### src/rtl/fec_sym_pkg.sv
package fec_sym_pkg;
  localparam int SYM_W  = 12;
  localparam int BYTE_W = 8;

  typedef enum logic [2:0] {
    ST_IDLE,
    ST_SEL,
    ST_RD,
    ST_WR,
    ST_FIN
  } rmw_state_t;
endpackage

### src/rtl/fec_sym_map.sv
module fec_sym_map
  import fec_sym_pkg::*;
#(
  parameter int POS_W    = 11,
  parameter int ADDR_W   = 12,
  parameter int LAST_POS = 1374
) (
  input  logic [POS_W-1:0]  pos,
  input  logic [SYM_W-1:0]  pat,
  output logic              ok,
  output logic              single,
  output logic [ADDR_W-1:0] addr0,
  output logic [BYTE_W-1:0] mask0,
  output logic [BYTE_W-1:0] mask1
);
  localparam int TW = POS_W + 2;

  // first byte a packed symbol touches
  function automatic logic [TW-1:0] lead_byte(input logic [POS_W-1:0] p);
    logic [TW-1:0] half;
    half = (TW'(p) * TW'(3)) >> 1;
    return p[0] ? half : half - TW'(1);
  endfunction

  function automatic logic [BYTE_W-1:0] first_mask(input logic odd, input logic [SYM_W-1:0] v);
    return odd ? v[11:4] : {4'h0, v[11:8]};
  endfunction

  function automatic logic [BYTE_W-1:0] second_mask(input logic odd, input logic [SYM_W-1:0] v);
    return odd ? {v[3:0], 4'h0} : v[7:0];
  endfunction

  logic [TW-1:0] lead;
  assign lead = lead_byte(pos);

  always_comb begin
    ok     = 1'b1;
    single = 1'b0;
    addr0  = lead[ADDR_W-1:0];
    mask0  = first_mask(pos[0], pat);
    mask1  = second_mask(pos[0], pat);
    if (pos == '0) begin
      single = 1'b1;
      addr0  = '0;
      mask0  = pat[7:0];
      mask1  = '0;
      ok     = (pat[11:8] == 4'h0);
    end else if (pos > POS_W'(LAST_POS)) begin
      ok = 1'b0;
    end
  end
endmodule

### src/rtl/fec_pair_sel.sv
module fec_pair_sel
  import fec_sym_pkg::*;
#(
  parameter int N     = 4,
  parameter int POS_W = 11,
  parameter int IDX_W = 3
) (
  input  logic [N*POS_W-1:0] pos_vec,
  input  logic [N*SYM_W-1:0] pat_vec,
  input  logic [IDX_W-1:0]   idx,
  output logic [POS_W-1:0]   pos,
  output logic [SYM_W-1:0]   pat
);
  logic [POS_W-1:0] pos_a [N];
  logic [SYM_W-1:0] pat_a [N];

  for (genvar g = 0; g < N; g++) begin : g_split
    assign pos_a[g] = pos_vec[g*POS_W +: POS_W];
    assign pat_a[g] = pat_vec[g*SYM_W +: SYM_W];
  end

  always_comb begin
    pos = '0;
    pat = '0;
    for (int i = 0; i < N; i++) begin
      if (idx == IDX_W'(i)) begin
        pos = pos_a[i];
        pat = pat_a[i];
      end
    end
  end
endmodule

### src/rtl/fec_sym_fixer.sv
module fec_sym_fixer
  import fec_sym_pkg::*;
#(
  parameter int NUM_PAIRS = 4,
  parameter int POS_W     = 11,
  parameter int ADDR_W    = 12,
  parameter int LAST_POS  = 1374,
  localparam int IDX_W    = $clog2(NUM_PAIRS + 1)
) (
  input  logic                       clk,
  input  logic                       rst_n,
  input  logic                       start,
  input  logic [IDX_W-1:0]           pair_cnt,
  input  logic [NUM_PAIRS*POS_W-1:0] pos_in,
  input  logic [NUM_PAIRS*SYM_W-1:0] pat_in,
  output logic                       busy,
  output logic                       done,
  output logic [IDX_W-1:0]           fix_count,
  output logic                       uncorrectable,
  output logic [ADDR_W-1:0]          mem_addr,
  output logic                       mem_rd,
  input  logic [BYTE_W-1:0]          mem_rdata,
  output logic                       mem_wr,
  output logic [BYTE_W-1:0]          mem_wdata
);
  localparam int ADDR_LIMIT = (3 * LAST_POS) / 2 + 1;

  rmw_state_t                 st;
  logic [IDX_W-1:0]           idx, lim_q, fix_q;
  logic                       second, err_q;
  logic [NUM_PAIRS*POS_W-1:0] pos_q;
  logic [NUM_PAIRS*SYM_W-1:0] pat_q;

  // named internal events
  logic [POS_W-1:0]  cur_pos;
  logic [SYM_W-1:0]  cur_pat;
  logic              cur_ok, cur_single;
  logic [ADDR_W-1:0] cur_addr0;
  logic [BYTE_W-1:0] cur_mask0, cur_mask1;
  logic              batch_end, pair_reject, pair_applied;

  fec_pair_sel #(.N(NUM_PAIRS), .POS_W(POS_W), .IDX_W(IDX_W)) u_sel (
    .pos_vec(pos_q), .pat_vec(pat_q), .idx(idx), .pos(cur_pos), .pat(cur_pat)
  );

  fec_sym_map #(.POS_W(POS_W), .ADDR_W(ADDR_W), .LAST_POS(LAST_POS)) u_map (
    .pos(cur_pos), .pat(cur_pat), .ok(cur_ok), .single(cur_single),
    .addr0(cur_addr0), .mask0(cur_mask0), .mask1(cur_mask1)
  );

  assign batch_end    = (st == ST_SEL) && (idx == lim_q);
  assign pair_reject  = (st == ST_SEL) && (idx != lim_q) && !cur_ok;
  assign pair_applied = (st == ST_WR) && (second || cur_single);

  always_ff @(posedge clk or negedge rst_n) begin
    if (!rst_n) begin
      st     <= ST_IDLE;
      idx    <= '0;
      lim_q  <= '0;
      fix_q  <= '0;
      err_q  <= 1'b0;
      second <= 1'b0;
      pos_q  <= '0;
      pat_q  <= '0;
    end else begin
      case (st)
        ST_IDLE: if (start) begin
          pos_q  <= pos_in;
          pat_q  <= pat_in;
          lim_q  <= (pair_cnt > IDX_W'(NUM_PAIRS)) ? IDX_W'(NUM_PAIRS) : pair_cnt;
          idx    <= '0;
          fix_q  <= '0;
          err_q  <= 1'b0;
          second <= 1'b0;
          st     <= ST_SEL;
        end
        ST_SEL: begin
          if (batch_end) st <= ST_FIN;
          else if (pair_reject) begin
            err_q <= 1'b1;
            idx   <= idx + 1'b1;
          end else begin
            second <= 1'b0;
            st     <= ST_RD;
          end
        end
        ST_RD: st <= ST_WR;
        ST_WR: begin
          if (pair_applied) begin
            second <= 1'b0;
            fix_q  <= fix_q + 1'b1;
            idx    <= idx + 1'b1;
            st     <= ST_SEL;
          end else begin
            second <= 1'b1;
            st     <= ST_RD;
          end
        end
        ST_FIN:  st <= ST_IDLE;
        default: st <= ST_IDLE;
      endcase
    end
  end

  assign busy          = (st != ST_IDLE);
  assign done          = (st == ST_FIN);
  assign fix_count     = fix_q;
  assign uncorrectable = err_q;
  assign mem_rd        = (st == ST_RD);
  assign mem_wr        = (st == ST_WR);
  assign mem_addr      = second ? cur_addr0 + 1'b1 : cur_addr0;
  assign mem_wdata     = mem_rdata ^ (second ? cur_mask1 : cur_mask0);

  // read and write strobes exclusive
  p_rdwr_excl_r6: assert property (@(posedge clk) disable iff (!rst_n)
    !(mem_rd && mem_wr));

  // every write follows a read of the same byte
  p_wr_after_rd_r6: assert property (@(posedge clk) disable iff (!rst_n)
    mem_wr |-> ($past(mem_rd) && mem_addr == $past(mem_addr)));

  // done is a single-cycle pulse
  p_done_pulse_r8: assert property (@(posedge clk) disable iff (!rst_n)
    done |=> !done);

  // applied count never exceeds the clamped pair count
  p_count_bound_r8: assert property (@(posedge clk) disable iff (!rst_n)
    done |-> (fix_count <= lim_q));

  // accesses stay inside the area that legal positions reach
  p_addr_bound_r5: assert property (@(posedge clk) disable iff (!rst_n)
    (mem_rd || mem_wr) |-> (32'(mem_addr) <= ADDR_LIMIT));

  // idle block leaves the buffer alone
  p_idle_quiet_r10: assert property (@(posedge clk) disable iff (!rst_n)
    !busy |-> (!mem_rd && !mem_wr));

  // a batch cannot restart before it reports done
  p_no_restart_r9: assert property (@(posedge clk) disable iff (!rst_n)
    (busy && !done) |=> busy);
endmodule

### config.mk
export PLATFORM = sky130hd
export DESIGN_NAME = fec_sym_fixer
export DESIGN_NICKNAME = d
export VERILOG_FILES = /design/src/rtl/fec_sym_pkg.sv /design/src/rtl/fec_sym_map.sv /design/src/rtl/fec_pair_sel.sv /design/src/rtl/fec_sym_fixer.sv
export SDC_FILE = /design/constraint.sdc
export NUM_CORES = 1
export LEC_CHECK = 0
export BUFFER_PORTS_ARGS = -buffer_cell sky130_fd_sc_hd__clkbuf_2
export CAP_MARGIN = 20
export CORE_UTILIZATION = 40
export CTS_CLUSTER_SIZE = 14
export DETAILED_ROUTE_END_ITERATION = 8
export PLACE_DENSITY = 0.69
export SYNTH_ARGS = -nofsm -noshare
export SYNTH_HDL_FRONTEND = slang
export SYNTH_SLANG_ARGS = --single-unit
### constraint.sdc
create_clock -name clk -period 8 [get_ports clk]
set_input_delay 2 -clock clk [delete_from_list [all_inputs] [get_ports clk]]
set_output_delay 2 -clock clk [all_outputs]
set_load 0.02 [all_outputs]
# After elaboration in Yosys (flattened, before gate mapping)
# Index checks and enable logic that the tools add are counted.
[word_totals] rom_bits=0 mem_bits_rw=0 latch_bits=0 register_bits=106 wordCells=91 mem_count=0 out_inout_bits=28 inputBits=106
[op_classes] eq_ne=15 n_addsub=4 bitwise=1 div_mod_pow=0 muxes=40 n_lt_le_gt_ge=2 reduce_logical=20 n_mul=1 shifts=0
[op_table] operator="2-to-1 mux 12 bit" count=7
[op_table] operator="2-to-1 mux 11 bit" count=4
[op_table] operator="2-to-1 mux 8 bit" count=5
[op_table] operator="2-to-1 mux 3 bit" count=9
[op_table] operator="multiplier 11 x 2 -> 13 bit, second input constant" count=1
[op_table] operator="adder 12 x 1 -> 12 bit, second input constant" count=1
[op_table] operator="== test 3 x 2 -> 1 bit, second input constant" count=4
[op_table] operator="one-hot mux 3 bit (4 select lines)" count=1
[op_table] operator="subtractor 12 x 1 -> 12 bit, second input constant" count=1
[op_table] operator="> comparator 11 bit, second input constant" count=1
[op_table] operator="zero test 11 bit" count=1
[op_table] operator="2-to-1 mux 1 bit" count=9
[op_table] operator="one-hot mux 3 bit (3 select lines)" count=1
[op_table] operator="inequality test 2 bit, second input constant" count=4
[op_table] operator="AND reduction 4 bit" count=2
[op_table] operator="bitwise XOR 8 bit" count=1
[op_table] operator="adder 3 x 1 -> 3 bit, second input constant" count=2
[op_table] operator="== test 3 x 1 -> 1 bit, second input constant" count=2
[op_table] operator="zero test 3 bit" count=2
[op_table] operator="one-hot mux 3 bit (2 select lines)" count=1
[op_table] operator="nonzero test 3 bit" count=2
[op_table] operator="AND reduction 5 bit" count=1
[op_table] operator="logical AND 1 bit" count=4
[op_table] operator="zero test 4 bit" count=1
[op_table] operator="other kinds (14)" count=16

# Longest topological paths before layout
[depth] depth_word=13 mapped_depth=23 ltp_nobuf=19

# Modules after synthesis
# From an unflattened synthesis, not the netlist that was laid out.
[unflattened] cells_unflattened=586 area_unflattened_um2=6635.1
[by_module_without_submodules] mod="fec_sym_fixer" seq_area_each_um2=2652.5 area_each_um2=4685.7 cells_each=330 n_inst=1
[by_module_without_submodules] mod="fec_sym_map" seq_area_each_um2=0.0 area_each_um2=1234.9 cells_each=175 n_inst=1
[by_module_without_submodules] mod="fec_pair_sel" seq_area_each_um2=0.0 area_each_um2=714.4 cells_each=81 n_inst=1

# Worst setup path after synthesis
# Ideal clock, no wire load.
[synth_path] path_type="reg-to-output" from="register idx[0]" to="output port mem_addr[11]" path_stages_with_launch=21 n_path_buf=4 t_required_ns=6.000 path_slack_ns=1.008 arrival_ns=4.992 path_cell_list="dfrtp_1 inv_1 ha_1 buf_2 nand2_1 clkbuf_1 clkbuf_1 buf_1 a211oi_1 a21o_1 ha_1 fa_1 inv_1 ha_1 or4_1 a21oi_1 o211ai_2 nor3_4 nand4_2 o21a_1 nor3_2"
[synth_via] elab_chain_len=11 word_cells_on_any_way=15 cone_classes="2 x add/sub; 1 x mul; 3 x eq/ne; 7 x mux; 2 x reduce/logical"
[synth_lines] item="start: declaration" line="fec_sym_fixer.sv:29" text="logic [IDX_W-1:0] idx, lim_q, fix_q;"
[synth_lines] item="start signal: assignment" line="fec_sym_fixer.sv:81" text="idx <= idx + 1'b1;"
[synth_lines] item="start signal: assignment" line="fec_sym_fixer.sv:92" text="idx <= idx + 1'b1;"
[synth_lines] item="zero test 3 bit" line="fec_pair_sel.sv:26" text="if (idx == IDX_W'(i)) begin"
[synth_lines] item="2-to-1 mux 11 bit (3 in series)" line="fec_pair_sel.sv:26"
[synth_lines] item="2-to-1 mux 11 bit (*)" line="fec_pair_sel.sv:26"
[synth_lines] item="multiplier 11 x 2 -> 13 bit" line="fec_sym_map.sv:21" text="half = (TW'(p) * TW'(3)) >> 1;"
[synth_lines] item="subtractor 12 x 1 -> 12 bit" line="fec_sym_map.sv:22" text="return p[0] ? half : half - TW'(1);"
[synth_lines] item="2-to-1 mux 12 bit" line="fec_sym_map.sv:22"
[synth_lines] item="2-to-1 mux 12 bit (*)" line="fec_sym_map.sv:42" text="if (pos == '0) begin"
[synth_lines] item="adder 12 x 1 -> 12 bit" line="fec_sym_fixer.sv:111" text="assign mem_addr = second ? cur_addr0 + 1'b1 : cur_addr0;"
[synth_lines] item="2-to-1 mux 12 bit (*)" line="fec_sym_fixer.sv:111"
[synth_lines] item="end: declaration" line="fec_sym_fixer.sv:20" text="output logic [ADDR_W-1:0] mem_addr,"
# Every way passes the cells marked *; elsewhere a longest branch is shown, timed or not.

# Worst setup path after layout
[layout_path] from="register idx[0]" to="output port mem_addr[6]"
# The elaborated chain is that of the path after synthesis.

==> impl_metrics.csv <==
group,metric,value,unit
outcome,status,"finished clean",
flow_run,max_cap_violations,0,
cts,clock_sinks,106,
setup_path,critical_path_class,"flop to output pin",
cells_and_area,fin_util,0.485,
logic_synthesis,synthCells,800,
logic_synthesis,ys_seq_area_frac,0.403,
cts,post_cts.repair.setup_buffers,0,
drt,routed_via_density,5.13,
setup_path,reg2regPathDepth,15,
global_routing,grt_usage,0.203,
cells_and_area,diodes,0,
setup_path,critPathRequiredTime,6.00,ns
drt,wl_met2,7390,um
hold_path,min_from,"pos_q[32]",
cts,post_cts_resized,0,
sta,maxSlewViolCount,0,
cts,cts_hold_buf,0,
logic_synthesis,synth-simple-area-share,0.272,
place,place_area,7410,um^2
cts,cts_tree,"built",
drt,drtAntennaViolNets,0,
logic_synthesis,synth_compound_area_frac,0.157,
cells_and_area,fillers,1597,
sta,finClkSkew,0.00615,ns
drt,drt_wl_total,16400,um
drt,highest_layer,"met4",
sta,finalCritPeriodShare,0.930,
sta,maxSlewHeadroom,0.369,
sta,fin_tns_setup,0,ns
sta,rsz0062_at_grt,"no",
global_routing,grt_pass1_vias,5470,
cells_and_area,multiInputGateArea,3680,um^2
sta,worst_slew_pin_slew,0.947,ns
hold_path,holdPathStages,2,
drt,met1_length,7990,um
floorplanning,chipWidth,130,um
floorplanning,fp.coreArea,15900,um^2
logic_synthesis,synth_top_area_frac,0.403,
logic_synthesis,synth.largest_area_cell,"dfrtp_1",
cells_and_area,nets,1048,
setup_path,path_max_fanout,19,
drt,drcViolationCount,0,
cells_and_area,design_area,7730,um^2
cts,numCtsBuffers,9,
global_routing,antenna_found_initial,0,
logic_synthesis,synth-xor-area-share,0.0487,
setup_path,r2r_start,"idx[0]",
setup_path,reg2reg_to,"fix_count[2]",
logic_synthesis,ys_async_sr_fraction,1.00,
logic_synthesis,synth_mux_area_frac,0.0181,
logic_synthesis,synth_cell_types,64,
logic_synthesis,synthesis.nets,938,
logic_synthesis,synth_edf_count,0,
cts,clk_latency,0.35,ns
setup_path,r2r_setup_slack,3.50,ns
place,port_buffers,133,
cells_and_area,layout_commonest_cell,"nand2_1",
global_routing,grt_pass1_wl,26800,um
sta,setup_violations,0,
sta,hold_viol,0,
floorplanning,start_util,0.412,
cts,cts_max_level,3,
setup_path,cp.arrival,5.44,ns
setup_path,worstSetupStartpointType,"flop",
cells_and_area,area_growth,17.6,%
drt,drtIter0Drc,289,
drt,dr.pass1.iters,5,
floorplanning,num_rows,46,
logic_synthesis,synth_top_family_by_area,"simple AND/OR/NAND/NOR gates",
logic_synthesis,ys_seq_elements,106,
logic_synthesis,syn_area,6580,um^2
cts,clock-root-buffer,"clkbuf_16",
logic_synthesis,synth_area_leaders,"dfrtp_1, nand2_1, ha_1",
place,dp_hpwl,12300,um
floorplanning,dieArea,17000,um^2
drt,wl_met3,725,um
sta,fin_crit,7.44,ns
cts,clk_pin_slew,0.07,ns
place,gp_congestion,0.849,
global_routing,grt_start_max_net_pins,98,
cells_and_area,drive_gt1_frac,0.211,
drt,wl_per_cell,14.5,um
cts,cts_buffer_depth,2,
setup_path,cp-end-kind,"output pin",
cells_and_area,seqCellArea,2650,um^2
floorplanning,io_pins,134,
cells_and_area,final_cell_mix,"nand2_1, clkbuf_2, dfrtp_1",
hold_path,hold_end,"pos_q[32]",
logic_synthesis,synth_flop_cell,"dfrtp_1",
drt,route.vias.total,5806,
sta,max_freq,0.134,GHz
floorplanning,die_h,130,um
logic_synthesis,yosys_warnings,0,
global_routing,grt-ovfl-total,0,
logic_synthesis,avgSynthCellArea,8.22,um^2
hold_path,hp-class,"flop to flop",
logic_synthesis,synthAdderAreaFrac,0.0620,
-- metal layers --
metal  GRT usage  up-vias
met5           0        -
li1            -     2909
met4      0.0554        0
met1       0.290     2735
met2       0.319      143
met3      0.0316       19
-- flip-flops by register name, summed over array words and instances (netlist names) --
signal,flops
pat_q,48
lim_q,3
pos_q,44
idx,3
second,1
uncorrectable,1
fix_count,3
st,3
-- through the flow --
step	hold slack [ns]	setup WS [ns]	instances
floorplan	0.437	1.01	800
CTS	0.474	0.606	1131
global placement	0.449	1.14	1115
global route	0.493	0.0889	1131
finish	0.474	0.559	1131
detailed placement	0.457	1.01	1115
-- worst max path at each step --
stage | startpoint | slack (ns) | to | cells after the start
6_report | idx[0] | 0.56 | mem_addr[6] | 17
4_1_cts | idx[0] | 0.61 | mem_addr[6] | 17
3_5_place_dp | idx[0] | 1.01 | mem_addr[6] | 17
2_1_floorplan | idx[0] | 1.01 | mem_addr[11] | 20
5_1_grt | idx[0] | 0.09 | mem_addr[6] | 17
3_3_place_gp | idx[0] | 1.14 | mem_addr[11] | 18
-- cells by family (layout without fill, tap and decap cells) --
family                     Yosys count  count (layout)
adders and majority gates           32              32
and+or+nand+nor                    411             411
DFF                                106             106
buffers and inverters               65             180
muxes                               11              11
xor gates and xnor gates            34              34
AOI/OAI and AO/OA                  141             141
-- synthesized netlist by cell type, drive strengths merged, types with 8 or more instances --
| cell type | number |
|---|---|
| o21ai | 15 |
| xor2 | 19 |
| dfrtp | 106 |
| nor3 | 15 |
| nor2 | 36 |
| a21oi | 26 |
| o22ai | 8 |
| xnor2 | 15 |
| a22oi | 25 |
| a211oi | 20 |
| clkbuf | 29 |
| inv | 24 |
| buf | 12 |
| ha | 31 |
| a21o | 11 |
| nand2 | 313 |
-- critical path: stages (launching register included) --
cell,delay [ns]
dfrtp_1,0.44
inv_1,0.11
ha_1,0.54
nand2_1,0.52
nor2_1,0.21
a211oi_1,0.07
a21o_1,0.27
ha_1,0.25
fa_1,0.40
xnor2_1,0.40
nand4_1,0.30
nor3_1,0.25
o21ai_1,0.18
nor4_2,0.50
mux2i_1,0.27
xnor2_1,0.08
nor2_1,0.11
clkbuf_2,0.19
-- cell type report --
| type | count | area share |
|---|---|---|
| Inverter | 24 | 0.0120 |
| Clock inverter | 7 | 0.0123 |
| Tap cell | 216 | 0.0350 |
| Timing Repair Buffer | 140 | 0.0932 |
| Clock buffer | 9 | 0.0291 |
| Multi-Input combinational cell | 629 | 0.475 |
| Sequential cell | 106 | 0.343 |
Power is left out: the tool's default activity adds up to more than one toggle a clock period on the data nets, which glitch-free logic cannot reach.
